$ cat config.mk
export PLATFORM = sky130hd
export DESIGN_NAME = byte_write_drive_ctrl
export DESIGN_NICKNAME = d
export VERILOG_FILES = /design/src/rtl/bwdc_pkg.sv /design/src/rtl/bwdc_select_track.sv /design/src/rtl/bwdc_lane_decode.sv /design/src/rtl/bwdc_drive_gate.sv /design/src/rtl/byte_write_drive_ctrl.sv
export SDC_FILE = /design/constraint.sdc
export NUM_CORES = 1
export LEC_CHECK = 0
export ABC_AREA = 1
export CAP_MARGIN = 20
export CORE_ASPECT_RATIO = 0.7
export CORE_MARGIN = 8
export CORE_UTILIZATION = 25
export DETAILED_ROUTE_END_ITERATION = 6
export HOLD_SLACK_MARGIN = 0.1
export MAX_ROUTING_LAYER = met4
export PLACE_DENSITY = 0.56
export SYNTH_ARGS = -nofsm -noshare
export SYNTH_HDL_FRONTEND = slang
export SYNTH_SLANG_ARGS = --single-unit
export TNS_END_PERCENT = 20
$ cat constraint.sdc
create_clock -name clk -period 2.65 [get_ports clk]
set_input_delay 0.3975 -clock clk [delete_from_list [all_inputs] [get_ports clk]]
set_output_delay 0.3975 -clock clk [all_outputs]
set_load 0.05 [all_outputs]
$ cat src/rtl/bwdc_pkg.sv
package bwdc_pkg;
  localparam int unsigned DEF_LANES     = 4;
  localparam int unsigned DEF_LANE_BITS = 8;

  typedef enum logic [1:0] {
    CYC_IDLE  = 2'd0,
    CYC_READ  = 2'd1,
    CYC_WRITE = 2'd2
  } cyc_kind_e;

  // Word width for a given lane geometry: data bits then one parity bit per lane.
  function automatic int unsigned word_width(int unsigned lanes, int unsigned lane_bits);
    return lanes * (lane_bits + 1);
  endfunction
endpackage

$ cat src/rtl/bwdc_select_track.sv
module bwdc_select_track (
  input  logic clk,
  input  logic rst_n,
  input  logic addr_load,
  input  logic cs_n,
  output logic sel_next,
  output logic sel_q
);
  // Selection is sampled only when a new address is loaded.
  always_comb sel_next = addr_load ? ~cs_n : sel_q;

  always_ff @(posedge clk or negedge rst_n) begin
    if (!rst_n) sel_q <= 1'b0;
    else        sel_q <= sel_next;
  end
endmodule

$ cat src/rtl/bwdc_lane_decode.sv
module bwdc_lane_decode #(
  parameter int unsigned LANES     = bwdc_pkg::DEF_LANES,
  parameter int unsigned LANE_BITS = bwdc_pkg::DEF_LANE_BITS,
  localparam int unsigned WORD_W   = LANES * (LANE_BITS + 1),
  localparam int unsigned DATA_W   = LANES * LANE_BITS
) (
  input  logic              clk,
  input  logic              rst_n,
  input  logic              sel_next,
  input  logic              word_wr_n,
  input  logic              byte_wr_n,
  input  logic [LANES-1:0]  lane_sel_n,
  input  logic [WORD_W-1:0] wdata,
  output logic              wr_req,
  output logic [LANES-1:0]  lane_we,
  output logic [WORD_W-1:0] bit_we,
  output logic [WORD_W-1:0] wdata_q
);
  logic [LANES-1:0] lane_d;

  // Either write control starts a write; the whole-word request wins over the selects.
  always_comb begin
    wr_req = sel_next & (~word_wr_n | ~byte_wr_n);
    lane_d = '0;
    if (sel_next) begin
      if (!word_wr_n)      lane_d = '1;
      else if (!byte_wr_n) lane_d = ~lane_sel_n;
    end
  end

  always_ff @(posedge clk or negedge rst_n) begin
    if (!rst_n) begin
      lane_we <= '0;
      wdata_q <= '0;
    end else begin
      lane_we <= lane_d;
      if (wr_req) wdata_q <= wdata;
    end
  end

  // Each lane enables its data byte and its own parity bit in the upper field.
  for (genvar k = 0; k < LANES; k++) begin : g_lane_bits
    assign bit_we[k*LANE_BITS +: LANE_BITS] = {LANE_BITS{lane_we[k]}};
    assign bit_we[DATA_W + k]               = lane_we[k];
  end
endmodule

$ cat src/rtl/bwdc_drive_gate.sv
module bwdc_drive_gate
  import bwdc_pkg::*;
(
  input  logic clk,
  input  logic rst_n,
  input  logic sel_next,
  input  logic sel_q,
  input  logic wr_req,
  input  logic oe_n,
  output logic drive_en
);
  cyc_kind_e kind_q;
  logic      first_q;
  cyc_kind_e kind_d;

  always_comb begin
    if (!sel_next)   kind_d = CYC_IDLE;
    else if (wr_req) kind_d = CYC_WRITE;
    else             kind_d = CYC_READ;
  end

  always_ff @(posedge clk or negedge rst_n) begin
    if (!rst_n) begin
      kind_q  <= CYC_IDLE;
      first_q <= 1'b0;
    end else begin
      kind_q  <= kind_d;
      // Read that emerges from a deselected state: drivers held off one cycle.
      first_q <= (kind_d == CYC_READ) & ~sel_q;
    end
  end

  // The output enable acts combinationally; registered state only masks it.
  always_comb drive_en = ~oe_n & (kind_q == CYC_READ) & ~first_q;
endmodule

$ cat src/rtl/byte_write_drive_ctrl.sv
module byte_write_drive_ctrl #(
  parameter int unsigned LANES     = bwdc_pkg::DEF_LANES,
  parameter int unsigned LANE_BITS = bwdc_pkg::DEF_LANE_BITS,
  localparam int unsigned WORD_W   = LANES * (LANE_BITS + 1)
) (
  input  logic              clk,
  input  logic              rst_n,
  input  logic              addr_load,
  input  logic              cs_n,
  input  logic              word_wr_n,
  input  logic              byte_wr_n,
  input  logic [LANES-1:0]  lane_sel_n,
  input  logic              oe_n,
  input  logic [WORD_W-1:0] wdata,
  output logic [LANES-1:0]  lane_we,
  output logic [WORD_W-1:0] bit_we,
  output logic [WORD_W-1:0] wdata_q,
  output logic              drive_en
);
  logic sel_next;
  logic sel_q;
  logic wr_req;

  bwdc_select_track u_sel (
    .clk       (clk),
    .rst_n     (rst_n),
    .addr_load (addr_load),
    .cs_n      (cs_n),
    .sel_next  (sel_next),
    .sel_q     (sel_q)
  );

  bwdc_lane_decode #(
    .LANES     (LANES),
    .LANE_BITS (LANE_BITS)
  ) u_dec (
    .clk        (clk),
    .rst_n      (rst_n),
    .sel_next   (sel_next),
    .word_wr_n  (word_wr_n),
    .byte_wr_n  (byte_wr_n),
    .lane_sel_n (lane_sel_n),
    .wdata      (wdata),
    .wr_req     (wr_req),
    .lane_we    (lane_we),
    .bit_we     (bit_we),
    .wdata_q    (wdata_q)
  );

  bwdc_drive_gate u_drv (
    .clk      (clk),
    .rst_n    (rst_n),
    .sel_next (sel_next),
    .sel_q    (sel_q),
    .wr_req   (wr_req),
    .oe_n     (oe_n),
    .drive_en (drive_en)
  );
endmodule

==> summary.md <==
| Metric | Value |
|---|---|
| GRT Total Usage | `11.1%` |
| Delay-heaviest family, CP | `buffers and inverters` |
| DP Wirelength | `4530 um` |
| Nets | `362` |
| Initial antenna violation count | `0` |
| H-tree levels | `2` |
| Setup Skew | `0.00353 ns` |
| Placed Area | `3120 sq um` |
| Initial Utilization | `25.4%` |
| Buf/Inv on CP | `2` |
| Via count | `1752` |
| Rel. slew slack | `64.5%` |
| Placer Congestion | `0.719` |
| Internal power | `1.50 mW` |
| Syn avg cell area | `9.14 sq um` |
| WP data required | `2.25 ns` |
| Net switching power | `981 uW` |
| Slew @ Worst Pin | `0.531 ns` |
| Sequential power share | `33.1%` |
| Clk network pwr share | `25.4%` |
| Inserted Diodes | `0` |
| Seq cells post-synth | `44` |
| Syn_nets | `279` |
| Switching share of total power | `39.6%` |
| Drt via density | `4.17` |
| CP max-delay cell | `clkdlybuf4s50_1` |
| Worst-skew pair later-pin latency | `0.28 ns` |
| Post-CTS setup buffers | `0` |
| Iter 0 DRT Violations | `68` |
| DRC | `0` |
| I/O Buffers | `123` |
| Area Growth Syn to Fin | `55.2%` |
| Most frequent cells in the layout | `clkdlybuf4s50_1, nand2_1, dfrtp_1` |
| Static Leak | `1.53 nW` |
| Reg clk slew, reported paths | `0.06 ns` |
| Most frequent CP cell | `clkdlybuf4s50_1` |
| Share of cells above drive strength 1 | `5.40%` |
| Register area share after synthesis | `51.9%` |
| Max IR drop VDD | `255 uV` |
| # resized after CTS | `0` |
| Routed Antenna Nets | `0` |
| Grt total ovfl | `0` |
| Result of the run | `finished, final reports clean` |
| Max Freq | `439 MHz` |
| Yosys warns | `0` |
| RSZ-0062 raised after global routing | `no` |
| Hold buffers post-CTS | `0` |
| Vias in the first global route | `1828` |
| Max Root-Sink Buffers | `2` |
| Critical path peak fanout | `1` |
| WL/cell | `14.9 um` |
| Critical path launch point | `oe_n` |
| Cell variety after synth | `12` |
| Clk sinks | `44` |
| DRT Pass-1 Iters | `4` |
| Min-Delay Path Class | `primary input to asynchronous set/reset pin` |
| Most common cell after layout, fill and taps aside | `clkdlybuf4s50_1` |
| Type of element launching the critical path | `primary input` |
| Power consumption | `2.48 mW` |
| Final count of negative-setup-slack endpoints | `0` |
| Clk root buf | `clkbuf_16` |
| Final period utilization | `86.0%` |
| CTS tree | `yes` |
| Final hold vios | `0` |
| Die Ht | `93.0 um` |
| Global-route wire length before repair | `10100 um` |
| Mapped Area | `2120 sq um` |
| Critical path's largest stage delay | `0.84 ns` |
| Final Instance Area | `3290 sq um` |
| Crit path kind | `primary input to output port` |
| Max-Cap Viols | `0` |
| FF-to-FF Start | `u_sel.sel_q` |
| PD cells | `754 nW/um^2` |
| Final Max Tran Viols | `0` |
| Flop2flop setup slack | `1.28 ns` |
| Filler Cell Count | `873` |
| CP Capture Type | `output port` |
| Comb pwr share | `41.5%` |
| Routed wire length | `6270 um` |
| Ports | `124` |
| Core area | `8340 sq um` |
| Inserted Clock Buffers | `5` |
| Setup TNS | `0 ns` |
| Arr. time, crit path | `1.88 ns` |
| CP cell instances | `clkdlybuf4s50_1 -> nor3_1 -> clkdlybuf4s50_1` |
| Final Critical Period | `2.28 ns` |
| Die area | `11700 sq um` |
| Die width | `126 um` |
| Largest net degree at the start of global routing | `45` |
| Mapped Cells | `232` |
| Row cnt | `28` |
## sequential cells by signal, summed over array words and instances, names as in the netlist
name / cells
u_drv.kind_q: 2
u_sel.sel_q: 1
u_dec.lane_we: 4
u_dec.wdata_q: 36
u_drv.first_q: 1
## synth_stat cells
master   number  area, sq um
nand2_2       2         12.5
nand2_1      79          297
buf_4        37          278
nor2_1        5         18.8
buf_6         8         90.1
buf_2         7         35.0
nand4_1      37          231
nor3_1        1         5.00
nand3_2       1         10.0
dfrtp_1      44         1100
inv_1        10         37.5
inv_2         1         3.75
## worst register-to-register path: stages (launching register included)
cell and delay, ns:
dfrtp_1 0.32, inv_1 0.05, nand2_1 0.08, nand3_2 0.36, buf_12 0.32, nand2_1 0.08
nand2_1 0.04
## final timing paths
kind                                endpoint  cells after the start
setup / recovery                    drive_en                      3
hold / removal              u_dec.wdata_q[0]                      1
setup reg to reg           u_dec.wdata_q[35]                      6
hold reg to reg            u_dec.wdata_q[13]                      2
max in group asynchronous    u_drv.kind_q[1]                      2
min in group clk           u_dec.wdata_q[13]                      2
## metrics by stage
step | util, % | hold slack (ns) | cells | setup WS, ns
2_1_floorplan | - | 0.102 | 232 | 0.758
3_3_place_gp | 37.4 | 0.454 | 412 | 0.436
3_5_place_dp | 37.4 | 0.457 | 412 | 0.406
4_1_cts | 39.2 | 0.329 | 419 | 0.386
5_1_grt | 39.5 | 0.105 | 420 | 0.374
6_report | 39.5 | 0.0753 | 420 | 0.370
## power groups by stage
stage	sequential (mW)	clock [mW]	combinational, mW
3_3_place_gp	0.828	0	1.04
2_1_floorplan	1.13	0	0.411
5_1_grt	0.833	0.681	1.08
3_5_place_dp	0.831	0	1.04
6_report	0.820	0.631	1.03
4_1_cts	0.821	0.661	1.04
## final cells by class
cell class / count / area [sq um] / share of cell area (%)
clock buffer: 7 / 153 / 4.64
sequential: 44 / 1100 / 33.5
inverter: 11 / 41.3 / 1.26
multi-input combinational: 125 / 574 / 17.5
timing repair buffer: 128 / 1290 / 39.2
tap: 105 / 131 / 3.99
## kinds of logic (layout without fill, tap and decap cells)
logic type	Yosys count	after routing	share of synthesized area (%)
simple gates	125	125	27.1
buf+inv	63	146	21.0
flops	44	44	51.9
## per-layer routing
metal  vias to the layer above  track usage, %  share of wire [%]
li1                        880               -                  -
met1                       806            14.1                 49
met2                        66            17.2                 46
met3                         0            2.90                5.4
met4                         0            2.99                  0
met5                         -               -                  0
Note: power is estimated with default switching activity, not from simulation.
